[src/rtl/fifo_irq_pkg.sv]
package fifo_irq_pkg;
    // Shared bit layout of status, enable, disable and mask
    localparam int FLAG_W = 7;
    localparam int BIT_TX_LOW   = 2;
    localparam int BIT_TX_FULL  = 3;
    localparam int BIT_RX_AVAIL = 4;
    localparam int BIT_RX_WM    = 5;
    localparam int BIT_RX_FULL  = 6;

    // Register offsets
    localparam logic [7:0] OFS_STATUS  = 8'h04;
    localparam logic [7:0] OFS_ENABLE  = 8'h08;
    localparam logic [7:0] OFS_DISABLE = 8'h0C;
    localparam logic [7:0] OFS_MASK    = 8'h10;
    localparam logic [7:0] OFS_TX_WM   = 8'h28;
    localparam logic [7:0] OFS_RX_WM   = 8'h2C;
endpackage

[src/rtl/fifo_irq_flag_eval.sv]
module fifo_irq_flag_eval
    import fifo_irq_pkg::*;
#(
    parameter int LVL_W      = 7,
    parameter int FIFO_DEPTH = 63
) (
    input  logic [LVL_W-1:0]  tx_level,
    input  logic [LVL_W-1:0]  rx_level,
    input  logic [LVL_W-1:0]  tx_wm,
    input  logic [LVL_W-1:0]  rx_wm,
    output logic [FLAG_W-1:0] cond
);
    localparam logic [LVL_W-1:0] DEPTH_L = LVL_W'(FIFO_DEPTH);

    always_comb begin
        cond               = '0;
        cond[BIT_TX_LOW]   = tx_level < tx_wm;
        cond[BIT_TX_FULL]  = tx_level >= DEPTH_L;
        cond[BIT_RX_AVAIL] = rx_level != '0;
        cond[BIT_RX_WM]    = rx_level >= rx_wm;
        cond[BIT_RX_FULL]  = rx_level >= DEPTH_L;
    end
endmodule

[src/rtl/fifo_irq_read_mux.sv]
module fifo_irq_read_mux
    import fifo_irq_pkg::*;
#(
    parameter int ADDR_W = 8,
    parameter int DATA_W = 32,
    parameter int LVL_W  = 7
) (
    input  logic [ADDR_W-1:0] addr,
    input  logic [FLAG_W-1:0] status,
    input  logic [FLAG_W-1:0] mask,
    input  logic [LVL_W-1:0]  tx_wm,
    input  logic [LVL_W-1:0]  rx_wm,
    output logic [DATA_W-1:0] rdata
);
    always_comb begin
        rdata = '0;
        if (addr == ADDR_W'(OFS_STATUS))      rdata = DATA_W'(status);
        else if (addr == ADDR_W'(OFS_MASK))   rdata = DATA_W'(mask);
        else if (addr == ADDR_W'(OFS_TX_WM))  rdata = DATA_W'(tx_wm);
        else if (addr == ADDR_W'(OFS_RX_WM))  rdata = DATA_W'(rx_wm);
    end
endmodule

[src/rtl/fifo_irq_ctrl.sv]
module fifo_irq_ctrl
    import fifo_irq_pkg::*;
#(
    parameter int ADDR_W     = 8,
    parameter int DATA_W     = 32,
    parameter int LVL_W      = 7,
    parameter int FIFO_DEPTH = 63,
    parameter int TX_WM_RST  = 1,
    parameter int RX_WM_RST  = 32
) (
    input  logic              clk,
    input  logic              rst_n,
    input  logic              reg_wr,
    input  logic [ADDR_W-1:0] reg_addr,
    input  logic [DATA_W-1:0] reg_wdata,
    output logic [DATA_W-1:0] reg_rdata,
    input  logic [LVL_W-1:0]  tx_level,
    input  logic [LVL_W-1:0]  rx_level,
    output logic [FLAG_W-1:0] flags_o,
    output logic              irq_o
);
    localparam int USED_W = (LVL_W > FLAG_W) ? LVL_W : FLAG_W;

    typedef struct packed {
        logic [FLAG_W-1:0] status;
        logic [FLAG_W-1:0] mask;
        logic [LVL_W-1:0]  tx_wm;
        logic [LVL_W-1:0]  rx_wm;
    } state_t;

    state_t state_d, state_q;
    logic [FLAG_W-1:0] cond;
    logic unused_wdata_bits;

    assign unused_wdata_bits = ^reg_wdata[DATA_W-1:USED_W];

    fifo_irq_flag_eval #(.LVL_W(LVL_W), .FIFO_DEPTH(FIFO_DEPTH)) u_eval (
        .tx_level (tx_level),
        .rx_level (rx_level),
        .tx_wm    (state_q.tx_wm),
        .rx_wm    (state_q.rx_wm),
        .cond     (cond)
    );

    fifo_irq_read_mux #(.ADDR_W(ADDR_W), .DATA_W(DATA_W), .LVL_W(LVL_W)) u_rmux (
        .addr   (reg_addr),
        .status (state_q.status),
        .mask   (state_q.mask),
        .tx_wm  (state_q.tx_wm),
        .rx_wm  (state_q.rx_wm),
        .rdata  (reg_rdata)
    );

    always_comb begin
        logic [FLAG_W-1:0] wbits;
        wbits   = reg_wdata[FLAG_W-1:0];
        state_d = state_q;
        // sticky capture, clear wins within the write cycle
        state_d.status = state_q.status | cond;
        if (reg_wr && reg_addr == ADDR_W'(OFS_STATUS))
            state_d.status = (state_q.status | cond) & ~wbits;
        if (reg_wr && reg_addr == ADDR_W'(OFS_ENABLE))
            state_d.mask = state_q.mask | wbits;
        if (reg_wr && reg_addr == ADDR_W'(OFS_DISABLE))
            state_d.mask = state_q.mask & ~wbits;
        if (reg_wr && reg_addr == ADDR_W'(OFS_TX_WM))
            state_d.tx_wm = reg_wdata[LVL_W-1:0];
        if (reg_wr && reg_addr == ADDR_W'(OFS_RX_WM))
            state_d.rx_wm = reg_wdata[LVL_W-1:0];
    end

    always_ff @(posedge clk) begin
        if (!rst_n) begin
            state_q.status <= '0;
            state_q.mask   <= '0;
            state_q.tx_wm  <= LVL_W'(TX_WM_RST);
            state_q.rx_wm  <= LVL_W'(RX_WM_RST);
        end else begin
            state_q <= state_d;
        end
    end

    assign flags_o = state_q.status;
    assign irq_o   = |(state_q.status & state_q.mask);

    // Assertions
    assert_reserved_clear_R4: assert property (@(posedge clk) disable iff (!rst_n)
        state_q.status[1:0] == 2'b00);

    assert_status_sticky_R5: assert property (@(posedge clk) disable iff (!rst_n)
        !(reg_wr && reg_addr == ADDR_W'(OFS_STATUS))
        |=> ((state_q.status & $past(state_q.status)) == $past(state_q.status)));

    assert_mask_set_R7: assert property (@(posedge clk) disable iff (!rst_n)
        (reg_wr && reg_addr == ADDR_W'(OFS_ENABLE))
        |=> ((state_q.mask & $past(reg_wdata[FLAG_W-1:0])) == $past(reg_wdata[FLAG_W-1:0])));

    assert_mask_clear_R8: assert property (@(posedge clk) disable iff (!rst_n)
        (reg_wr && reg_addr == ADDR_W'(OFS_DISABLE))
        |=> ((state_q.mask & $past(reg_wdata[FLAG_W-1:0])) == '0));

    assert_mask_ro_R11: assert property (@(posedge clk) disable iff (!rst_n)
        !(reg_wr && (reg_addr == ADDR_W'(OFS_ENABLE) || reg_addr == ADDR_W'(OFS_DISABLE)))
        |=> $stable(state_q.mask));

    assert_txwm_write_R10: assert property (@(posedge clk) disable iff (!rst_n)
        (reg_wr && reg_addr == ADDR_W'(OFS_TX_WM))
        |=> (state_q.tx_wm == $past(reg_wdata[LVL_W-1:0])));
endmodule

[config.mk]
export PLATFORM = sky130hd
export DESIGN_NAME = fifo_irq_ctrl
export DESIGN_NICKNAME = d
export VERILOG_FILES = /design/src/rtl/fifo_irq_pkg.sv /design/src/rtl/fifo_irq_flag_eval.sv /design/src/rtl/fifo_irq_read_mux.sv /design/src/rtl/fifo_irq_ctrl.sv
export SDC_FILE = /design/constraint.sdc
export NUM_CORES = 1
export LEC_CHECK = 0
export ABC_AREA = 1
export BUFFER_PORTS_ARGS = -buffer_cell sky130_fd_sc_hd__buf_2
export CELL_PAD_IN_SITES_DETAIL_PLACEMENT = 0
export CELL_PAD_IN_SITES_GLOBAL_PLACEMENT = 1
export CORE_ASPECT_RATIO = 0.9
export CORE_MARGIN = 2
export CORE_UTILIZATION = 30
export CTS_BUF_LIST = sky130_fd_sc_hd__clkbuf_4 sky130_fd_sc_hd__clkbuf_8
export CTS_CLUSTER_DIAMETER = 80
export CTS_CLUSTER_SIZE = 10
export DETAILED_ROUTE_END_ITERATION = 16
export PLACE_DENSITY_LB_ADDON = 0.1
export SETUP_SLACK_MARGIN = 0.4
export SLEW_MARGIN = 25
export SYNTH_ARGS = -nofsm -noshare
export SYNTH_HDL_FRONTEND = slang
export SYNTH_HIERARCHICAL = 1
export SYNTH_SLANG_ARGS = --single-unit
[constraint.sdc]
create_clock -name clk -period 1.42 [get_ports clk]
set_clock_uncertainty 0.15 [all_clocks]
set_input_delay 0.284 -clock clk [delete_from_list [all_inputs] [get_ports clk]]
set_output_delay 0.284 -clock clk [all_outputs]
set_load 0.005 [all_outputs]
Word-level counts from Yosys, hierarchy flattened. Index checks and enable logic that the tools add are counted.

Register bits after elaboration: 28. Logic and storage cells: 35. Output and inout port bits: 40. Input bits: 57.

Muxes and demuxes: 7. Order comparisons: 4. Equality and inequality tests: 6. Bitwise gates (word level): 6. Reduce and logical (&&, ||, !) cells: 8.

Operators with widths (count): $mux W32 (3); $mux W7 (4); $and A7 B7 Y7 (3); $eq A8 B4 Y1 const B (2); $eq A8 B6 Y1 const B (2); $ge A7 B6 Y1 const B (2); $or A7 B7 Y7 (2); $eq A8 B3 Y1 const B (1); $eq A8 B5 Y1 const B (1); $ge A7 B7 Y1 (1); $lt A7 B7 Y1 (1); $not A7 Y7 (1); $reduce_bool A7 Y1 (1); $reduce_or A7 Y1 (1); $logic_and A1 B1 Y1 (5); $reduce_bool A2 Y1 (1).

Logic depth before layout (Yosys ltp). Gate-level depths: netlist of run 1.

Word-level depth: 5. Mapped depth: 12. Depth with buffers taken out: 12.

By module. Netlist of run 1, hierarchy kept.

By module, submodules not included: fifo_irq_ctrl (area each 1323.8 um^2, cells each 198, seq. area each 560.5 um^2, instances 1); fifo_irq_read_mux (area each 539.3 um^2, cells each 91, seq. area each 0.0 um^2, instances 1); fifo_irq_flag_eval (area each 427.9 um^2, cells each 74, seq. area each 0.0 um^2, instances 1).

Least setup slack after synthesis of run 1. Ideal clock, no wire load.

Path kind: register to register. Start point: reg, netlist name state_q[6]. End point: reg, netlist name flags_o[5]. Slack: 9 ps. Cell stages (with the launch flop): 10. Buffers on the path: 0. Clock period less this slack: 1411 ps. Required time: 1161 ps. Arrival: 1152 ps. Setup time: 109 ps. Cells stage by stage: dfxtp_1 inv_1 ha_1 a21o_1 nor2_1 nand2_1 nor2_1 nor2_1 nand2_1 inv_1.

Word-level cells in the longest chain between the ends: 4.

RTL lines: $ge A7 B7 Y1 (*) (line fifo_irq_flag_eval.sv:20) `cond[BIT_RX_WM] = rx_level >= rx_wm;`; via cond[5] (line fifo_irq_ctrl.sv:32) `logic [FLAG_W-1:0] cond;`; $or A7 B7 Y7 (*) (line fifo_irq_ctrl.sv:59, fifo_irq_ctrl.sv:61); $and A7 B7 Y7 (line fifo_irq_ctrl.sv:61) `state_d.status = (state_q.status | cond) & ~wbits;`; $mux W7 (*) (line fifo_irq_ctrl.sv:60) `if (reg_wr && reg_addr == ADDR_W'(OFS_STATUS))`.

The timed path passes the listed nets; every way through them passes the cells marked *. A chain may end at the register's enable or synchronous reset.

Final worst setup path of run 1.
Start point: in reg_addr[4]. End point: out reg_rdata[3].

Word-level cells in the longest chain between the ends: 5. Elaborated cells between the ends (all ways): 8. Classes of those cells: eq/ne: 4; mux: 4.

RTL lines: from (decl) (line fifo_irq_ctrl.sv:14) `input logic [ADDR_W-1:0] reg_addr,`; $eq A8 B6 Y1 (line fifo_irq_read_mux.sv:20) `else if (addr == ADDR_W'(OFS_RX_WM)) rdata = DATA_W'(rx_wm);`; $mux W7 (line fifo_irq_read_mux.sv:20); $mux W32 (line fifo_irq_read_mux.sv:19) `else if (addr == ADDR_W'(OFS_TX_WM)) rdata = DATA_W'(tx_wm);`; $mux W32 (line fifo_irq_read_mux.sv:18) `else if (addr == ADDR_W'(OFS_MASK)) rdata = DATA_W'(mask);`; $mux W32 (*) (line fifo_irq_read_mux.sv:17) `if (addr == ADDR_W'(OFS_STATUS)) rdata = DATA_W'(status);`; to (decl) (line fifo_irq_ctrl.sv:16) `output logic [DATA_W-1:0] reg_rdata,`.

Mark *: on every way between the ends. The rest lies on a longest branch, timed or not.

==> reports/metrics.cfg, run 1 <==
[status]
result_of_the_run=finished with violations
failing_checks=setup timing

[cells_and_area]
final.fill_count=737
stdcell_count=560
nets_final=535
layout-drive-gt1-share=0.571
area_growth_syn_to_layout_pct=72.1
design_area_um2=3940
final_util=0.528
insertedDiodeCount=0

[placement]
postPlaceCellArea_um2=3020
count_of_buffers_inserted_at_the_top_level_ports=46
globalplace.congestion=0.810
instance_count_after_placement_with_tap_cells_included=537
place.detailed.hpwl_mm=5.38

[pwr]
power_switching_mw=0.583
vdd.ir_drop.worst_uv=244
netSwitchingFraction=0.305
power_per_cell_area_nw_per_um2=485
total_leakage_power_nw=1.78
power_frac_clock=0.272
power.sequential.fraction=0.428
combinationalPowerShare=0.300
internal_power_mw=1.33
fin_total_pwr_mw=1.91

[timing]
fmaxAchievable_ghz=0.597
hold_violations=0
timing_max_transition_violations_final=0
finalCritPeriodShare=1.18
timing.final.ws_setup_ps=-254
finalSetupViolations=9
timing.final.crit_period_ps=1670
rsz0062_at_grt=true
finalHoldWorstSlack_ps=176

[logic_synthesis]
total_of_flip_flops_plus_latches_after_synthesis=28
post_synth_edffs=0
post_synthesis_cell_area_um2=2290
synth_top_flop_cell=sky130_fd_sc_hd__dfxtp_1
number_of_distinct_library_cells_after_synthesis=27
yosys.area_share.adder=0.0710
avgSynthCellArea_um2=6.31
synthMuxAreaShare=0
yosys.area_share.simple=0.389
synth-xor-area-share=0
seq_area_frac_synth=0.245
dominant_combinational_cell_family_by_area_after_synthesis=simple AND/OR/NAND/NOR gates
yosysWarningCount=6
async_reset_ff_frac=0
syn_inst=363
synth_area_in_compound_gates=0.0606

[detailed_routing]
vias_after_detailed_routing=2446
drt-total-wl_mm=7.54
wl_per_cell_um=13.5
dr.first_iter.drc_count=81
antenna_violating_nets_post_route=0
detailed_route_drc_error_count=0
detailedRoute.firstPassIterationCount=4
drt-vias-per-instance=4.37

[floorplanning]
num_rows=30
core-area_um2=7470
start_util=0.307
floorplan.die_area_um2=8350
dieHeight_um=86.9
die_width_um=96.1
floorplan.io_pins=97

[clock_tree]
cts_num_sinks=28
cts_tree=done
clock_insertion_delay_worst_skew_ps=280
tritoncts.num_buffers=3
holdBufCountCts=0
clk_transition_reported_paths_ps=100
cts.root.buffer_cell=sky130_fd_sc_hd__clkbuf_8
h-tree-depth=1
cts.path.max_buffers=2

[grt]
antenna_found_initial=0
grt_max_degree=16
grt_pass1_wl_mm=12.1
grt.overflow.total=0
grt_pass1_vias=2400
track_usage=0.186

[flow_run]
maxCapViolations=0

[critical_path]
cp_data_required_time_ps=990
type_of_element_launching_the_critical_path=primary input
worst_setup_path_class=primary input to output port
critPathSlowestCell=sky130_fd_sc_hd__nor2_4
r2r.worst_path.cells=9
cpPeakStageDelay_ps=200
path_max_fanout=8
worstPathCellList=buf_4 > clkinvlp_4 > nand2_4 > nor2_4 > buf_12 > nand3_1 > nand4_1 > buf_2
critPathCaptureType=output port
arrival_ps=1240

[hold_path]
worstHoldPathCells=3
holdCritPathClass=primary input to register

[worst max-delay path, delay by kind of cell]
kind | cells | cell delay [ps]
buffers and inverters | 4 | 500
and+or+nand+nor | 4 | 450
[stage by stage]
step | TNS, ps | setup WS (ps)
6_report | -1940 | -254
5_1_grt | -2670 | -314
4_1_cts | -1980 | -253
3_5_place_dp | -4080 | -307
3_3_place_gp | -3830 | -284
2_1_floorplan | 0 | 66.1
[cells in the mapped netlist (3+ instances only)]
master	number	share of area
sky130_fd_sc_hd__inv_1	54	0.088
sky130_fd_sc_hd__dfxtp_1	28	0.24
sky130_fd_sc_hd__o21ai_0	12	0.026
sky130_fd_sc_hd__nor2_4	3	0.015
sky130_fd_sc_hd__a21oi_1	6	0.013
sky130_fd_sc_hd__nand3_1	43	0.094
sky130_fd_sc_hd__nor2_2	4	0.011
sky130_fd_sc_hd__nand4_1	15	0.041
sky130_fd_sc_hd__inv_2	6	0.0098
sky130_fd_sc_hd__nor3_2	3	0.013
sky130_fd_sc_hd__buf_4	36	0.12
sky130_fd_sc_hd__nand2_1	67	0.11
sky130_fd_sc_hd__ha_1	13	0.071
sky130_fd_sc_hd__nor2_1	57	0.093
[what timing repair did]
item / 4_1_cts / 5_1_grt
setup buffers: 9 / 7
cloned: 3 / 0
pin swaps: 65 / 50
endpoints found under the setup margin: 43 / 43
resized for setup: 91 / 77
[power groups by stage]
stage | clock, mW | sequential [mW] | combinational, mW
floorplan | 0 | 0.832 | 0.273
global route | 0.564 | 0.821 | 0.630
CTS | 0.536 | 0.818 | 0.514
detailed placement | 0 | 0.833 | 0.421
finish | 0.519 | 0.818 | 0.572
global placement | 0 | 0.833 | 0.418
[placed cells by master, fill, tap and decap left out, drive strengths merged]
master,n
a21o,1
a21oi,7
a221oi,1
a22o,1
buf,113
clkbuf,4
clkinv,2
clkinvlp,1
conb,27
dfxtp,28
ha,13
inv,57
nand2,68
nand3,43
nand4,15
nor2,64
nor3,5
o21ai,12
o21bai,2
[logic make-up (layout without fill, tap and decap cells)]
kind of cell / after synthesis / after routing
fa+ha+maj: 13 / 13
flops: 28 / 28
simple gates: 195 / 195
other cells: 2 / 27
buf+inv: 101 / 177
compound gates: 24 / 24
[layout make-up]
cell class	instances	area [µm²]	share of cell area
multi-input combinational	259	1890	0.480
inverter	60	274	0.0695
tap	96	120	0.0305
sequential	28	593	0.150
clock buffer	4	55.1	0.0140
timing repair buffer	113	1010	0.255
[final timing paths]
check	endpoint	slack, ps	from
max	reg_rdata[3]	-250	reg_addr[4]
min	state_q[7]	180	reg_wdata[0]
max reg2reg	flags_o[2]	-40	state_q[13]
min reg2reg	register	390	register
[layer usage]
metal | GRT usage | vias to the layer above | part of all wire
li1 | - | 1288 | -
met1 | 0.261 | 1108 | 0.46
met2 | 0.311 | 44 | 0.50
met3 | 0.0225 | 6 | 0.035
met4 | 0.0260 | 0 | 0.0084
met5 | 0 | - | 0
Note: power is estimated with default switching activity, not from simulation.
==> inputs of run 2 (changes only) <==
Clock period 1.42 ns to 1.5 ns, I/O delays scaled along.
==> run 2 against run 1 <==
The run still ends with setup timing left; combinational power shrank 16%; count of clock-buffer cells in the layout shrank 1; via count shrank 2.8%; power shrank 13%; cell count shrank 3.4%; critical path type unchanged; global-route usage shrank 1.2 points; clock power shrank 22%; non-clock buffer count shrank 18; critical path depth is the same; largest power group unchanged; routed wire length shrank 6.2%.
==> reports/metrics.cfg, run 2 (same netlist as run 1, synthesis figures left out) <==
[timing]
finalCritPeriodShare=1.12
timing.final.crit_period_ps=1690
finalSetupViolations=8
fmaxAchievable_ghz=0.593
finalHoldWorstSlack_ps=203
timing_max_transition_violations_final=0
hold_violations=0
timing.final.ws_setup_ps=-187
rsz0062_at_grt=true

[status]
failing_checks=setup timing
result_of_the_run=finished with violations

[pwr]
total_leakage_power_nw=1.65
power_per_cell_area_nw_per_um2=456
vdd.ir_drop.worst_uv=378

[placement]
place.detailed.hpwl_mm=5.32
postPlaceCellArea_um2=2870
count_of_buffers_inserted_at_the_top_level_ports=46
globalplace.congestion=0.842

[clock_tree]
h-tree-depth=1
clock_insertion_delay_worst_skew_ps=270
clk_transition_reported_paths_ps=100
cts_tree=done
cts_num_sinks=28
tritoncts.num_buffers=3
cts.path.max_buffers=2
cts.root.buffer_cell=sky130_fd_sc_hd__clkbuf_8

[detailed_routing]
antenna_violating_nets_post_route=0
detailedRoute.firstPassIterationCount=4
drt-vias-per-instance=4.40
drt-total-wl_mm=7.07
detailed_route_drc_error_count=0
vias_after_detailed_routing=2378
wl_per_cell_um=13.1
dr.first_iter.drc_count=54

[floorplanning]
die_width_um=96.1
num_rows=30
floorplan.die_area_um2=8350
dieHeight_um=86.9
start_util=0.307
core-area_um2=7470
floorplan.io_pins=97

[cells_and_area]
seqCellArea_um2=597
layout-drive-gt1-share=0.512
insertedDiodeCount=0
final.fill_count=779
nets_final=517
multiInputGateArea_um2=1800
design_area_um2=3640
final_common_cell=sky130_fd_sc_hd__nand2_1
top_library_cells_by_usage_in_the_layout_fill_and_taps_aside=sky130_fd_sc_hd__nand2_1 (53), sky130_fd_sc_hd__nor2_1 (39), sky130_fd_sc_hd__inv_1 (37), sky130_fd_sc_hd__buf_2 (34), sky130_fd_sc_hd__buf_4 (33)
area_growth_syn_to_layout_pct=58.8

[grt]
grt_pass1_wl_mm=11.2
grt_max_degree=16
antenna_found_initial=0
grt.overflow.total=0
grt_pass1_vias=2244
track_usage=0.174

[critical_path]
cpPeakStageDelay_ps=160
arrival_ps=1240
worst_setup_path_class=primary input to output port
type_of_element_launching_the_critical_path=primary input
critPathCaptureType=output port
worstPathCellList=buf_4 > clkinvlp_4 > nand2_4 > nor2_4 > buf_12 > nand3_1 > nand4_1 > buf_2
critPathSlowestCell=sky130_fd_sc_hd__nor2_4
path_max_fanout=10
cp_data_required_time_ps=1050

[hold_path]
holdCritPathClass=primary input to register

[flow_run]
maxCapViolations=0

run 2: worst max-delay path, delay by kind of cell:
| kind | cells | cell delay [ps] |
|---|---|---|
| buffers and inverters | 4 | 510 |
| and+or+nand+nor | 4 | 430 |
run 2: cell type report:
type,count,area share
repair buffers,95,0.225
clock buffers,3,0.0113
well taps,96,0.0330
flip-flops and latches,28,0.164
inverters,60,0.0726
multi-input cells,259,0.494
run 2: through the flow:
stage	TNS, ps	util	instances	total power [mW]	worst slack, ps
2_1_floorplan	0	-	388	1.04	145
4_1_cts	-1520	0.448	538	1.64	-212
3_5_place_dp	-1980	0.385	526	1.16	-235
3_3_place_gp	-2020	0.385	526	1.15	-247
5_1_grt	-2110	0.487	541	1.76	-280
6_report	-1340	0.487	541	1.66	-187
run 2: report_power, final:
group          total (mW)  internal, mW  switching (mW)
clock network       0.407         0.180           0.227
registers           0.774         0.756          0.0179
logic               0.479         0.221           0.258
total                1.66          1.16           0.503
run 2: repair_timing:
action	CTS	global route
setup endpoints to repair	43	43
resized for setup	84	73
hold endpoints to repair	0	0
pin swaps	55	52
cloned	3	0
setup buffers	6	3
hold buffers	0	0
run 2: final timing paths:
kind	from	end	slack (ps)	cells after the start
worst max-delay path	reg_addr[4]	reg_rdata[3]	-190	8
worst min-delay path	reg_wdata[6]	flags_o[6]	200	4
worst max register to register	state_q[11]	flags_o[2]	20	12
worst min register to register	state_q[13]	state_q[13]	350	2
run 2: metal layers:
metal / share of wire / track usage / vias to the layer above
li1: - / - / 1261
met2: 0.50 / 0.305 / 37
met1: 0.47 / 0.233 / 1078
met5: 0 / 0 / -
met4: 0.0035 / 0.0221 / 0
met3: 0.024 / 0.0234 / 2
==> inputs of run 3 (changes only) <==
Settings changed: ABC_AREA 1 to default, CORE_UTILIZATION 30 to 31.
==> run 3 against run 2 <==
The run still ends with setup timing left; flip-flop and latch count is the same; clock power increased by 19%; critical path depth decreased by 3; cell area is 14% lower; via count decreased by 12%; sequential power is 0.6% higher; highest routed layer unchanged.
==> reports/metrics.cfg, run 3 <==
[status]
result_of_the_run=finished with violations
failing_checks=setup timing

[grt]
grt_max_degree=16
grt_pass1_wl_mm=10.8
grt_pass1_vias=2074
track_usage=0.177
grt.overflow.total=0
antenna_found_initial=0

[cells_and_area]
insertedDiodeCount=0
layout-drive-gt1-share=0.488
final_util=0.468
top_library_cells_by_usage_in_the_layout_fill_and_taps_aside=sky130_fd_sc_hd__buf_4 (41), sky130_fd_sc_hd__buf_2 (35), sky130_fd_sc_hd__conb_1 (27), sky130_fd_sc_hd__nand2_1 (26), sky130_fd_sc_hd__buf_6 (19)
area_growth_syn_to_layout_pct=44.7
nets_final=411
design_area_um2=3120
final_common_cell=sky130_fd_sc_hd__buf_4

[placement]
place.detailed.hpwl_mm=5.23
count_of_buffers_inserted_at_the_top_level_ports=46
globalplace.congestion=0.833
postPlaceCellArea_um2=2740

[critical_path]
endpoint_of_the_most_critical_register_to_register_path=flags_o[2]
type_of_element_launching_the_critical_path=primary input
r2r-start=state_q[11]
critPathSlowestCell=sky130_fd_sc_hd__or4_4
worstPathCellList=buf_8 > or4_4 > a211oi_2 > o311a_1 > buf_2
worst_setup_path_class=primary input to output port
cpPeakStageDelay_ps=560
r2r.worst_path.cells=8
cp_data_required_time_ps=1050
arrival_ps=1420
path_max_fanout=3
reg2reg_setup_slack_ps=-90
critPathCaptureType=output port

[hold_path]
holdCritPathClass=primary input to register
holdPathEnd=flags_o[4]
worstHoldPathCells=2
hold_start=reg_wdata[4]

[detailed_routing]
wl_per_cell_um=15.2
antenna_violating_nets_post_route=0
vias_after_detailed_routing=2102
dr.first_iter.drc_count=48
drt-total-wl_mm=6.55
detailedRoute.firstPassIterationCount=4
detailed_route_drc_error_count=0
drt-vias-per-instance=4.89

[floorplanning]
floorplan.io_pins=97
die_width_um=91.9
start_util=0.323
floorplan.die_area_um2=7630
dieHeight_um=83.1
core-area_um2=6660
num_rows=28

[timing]
fmaxAchievable_ghz=0.533
timing.final.crit_period_ps=1870
hold_violations=0
finalCritPeriodShare=1.25
timing.final.ws_setup_ps=-375
timing_max_transition_violations_final=0
rsz0062_at_grt=true
finalSetupViolations=10

[clock_tree]
h-tree-depth=1
cts.root.buffer_cell=sky130_fd_sc_hd__clkbuf_8
cts_num_sinks=28
tritoncts.num_buffers=3
cts.path.max_buffers=2
clk_transition_reported_paths_ps=100
clock_insertion_delay_worst_skew_ps=270
cts_tree=done

[logic_synthesis]
total_of_flip_flops_plus_latches_after_synthesis=28
number_of_distinct_library_cells_after_synthesis=43
post_synth_edffs=0
avgSynthCellArea_um2=8.28
yosys-top-cells-area=sky130_fd_sc_hd__dfxtp_1 (26%), sky130_fd_sc_hd__buf_4 (12%), sky130_fd_sc_hd__ha_1 (7.6%)
syn_inst=260
synth_top_flop_cell=sky130_fd_sc_hd__dfxtp_1
async_reset_ff_frac=0
yosys.area.top_type=sky130_fd_sc_hd__dfxtp_1
synth.most_common_cell=sky130_fd_sc_hd__buf_4
seq_area_frac_synth=0.260
synthTopCellsByCount=sky130_fd_sc_hd__buf_4 (35), sky130_fd_sc_hd__dfxtp_1 (28), sky130_fd_sc_hd__nand2_1 (28)
post_synthesis_cell_area_um2=2150
yosysWarningCount=6
synth.top_cell.area_share=0.260

[pwr]
total_leakage_power_nw=1.29
fin_total_pwr_mw=1.67
vdd.ir_drop.worst_uv=271
power_per_cell_area_nw_per_um2=536

[flow_run]
maxCapViolations=0

## run 3: metal layers
| metal | GRT usage | wire length [µm] | vias up |
|---|---|---|---|
| met5 | 0 | 0 | - |
| met4 | 0.0326 | 34 | 0 |
| met3 | 0.0191 | 319 | 2 |
| met2 | 0.285 | 2920 | 64 |
| met1 | 0.257 | 3280 | 981 |
| li1 | - | - | 1055 |
## run 3: worst max path at each step
stage | startpoint | to | slack, ps
finish | reg_addr[1] | reg_rdata[1] | -370
global route | reg_addr[1] | reg_rdata[4] | -430
CTS | reg_addr[1] | reg_rdata[0] | -410
detailed placement | reg_addr[3] | reg_rdata[1] | -430
global placement | reg_addr[5] | reg_rdata[1] | -410
floorplan | reg_addr[1] | reg_rdata[0] | -130
## run 3: cell type report
cell class | instances | area (µm²)
timing repair buffer | 99 | 762
tap | 90 | 113
sequential | 28 | 588
fill | 684 | 3540
clock buffer | 4 | 55.1
multi-input combinational | 195 | 1540
inverter | 14 | 55.1
## run 3: cells by family after synthesis
logic type,after synthesis,synth area share
muxes,17,0.0808
AOI/OAI and AO/OA,75,0.236
buffers and inverters,63,0.185
other,2,0.00349
and+or+nand+nor,62,0.159
adders and majority gates,13,0.0755
DFF,28,0.260
## run 3: critical path: cells and delay by family
kind	cells	cell delay (ps)
simple gates	1	560
compound gates	2	370
buf+inv	2	200
## run 3: what timing repair did
action                     4_1_cts  5_1_grt
gates cloned                     0        1
setup endpoints to repair       43       43
gates resized for setup         57       18
hold buffers                     0        0
pin swaps                       17        6
buffers inserted                 5        1
## run 3: where the power goes
group | switching, mW | internal [mW] | total [mW]
Clock | 0.250 | 0.235 | 0.485
Combinational | 0.213 | 0.194 | 0.406
Sequential | 0.0203 | 0.758 | 0.779
Total | 0.483 | 1.19 | 1.67
## run 3: per-stage QoR
| stage | hold slack, ps | instances | setup TNS, ps | setup slack, ps |
|---|---|---|---|---|
| after global placement | 321 | 419 | -10080 | -409 |
| after CTS | 94.1 | 428 | -2790 | -409 |
| after detailed placement | 317 | 419 | -10510 | -431 |
| after floorplan | 240 | 285 | -392 | -129 |
| final | 103 | 430 | -2670 | -375 |
| after global routing | 88.1 | 430 | -3250 | -428 |
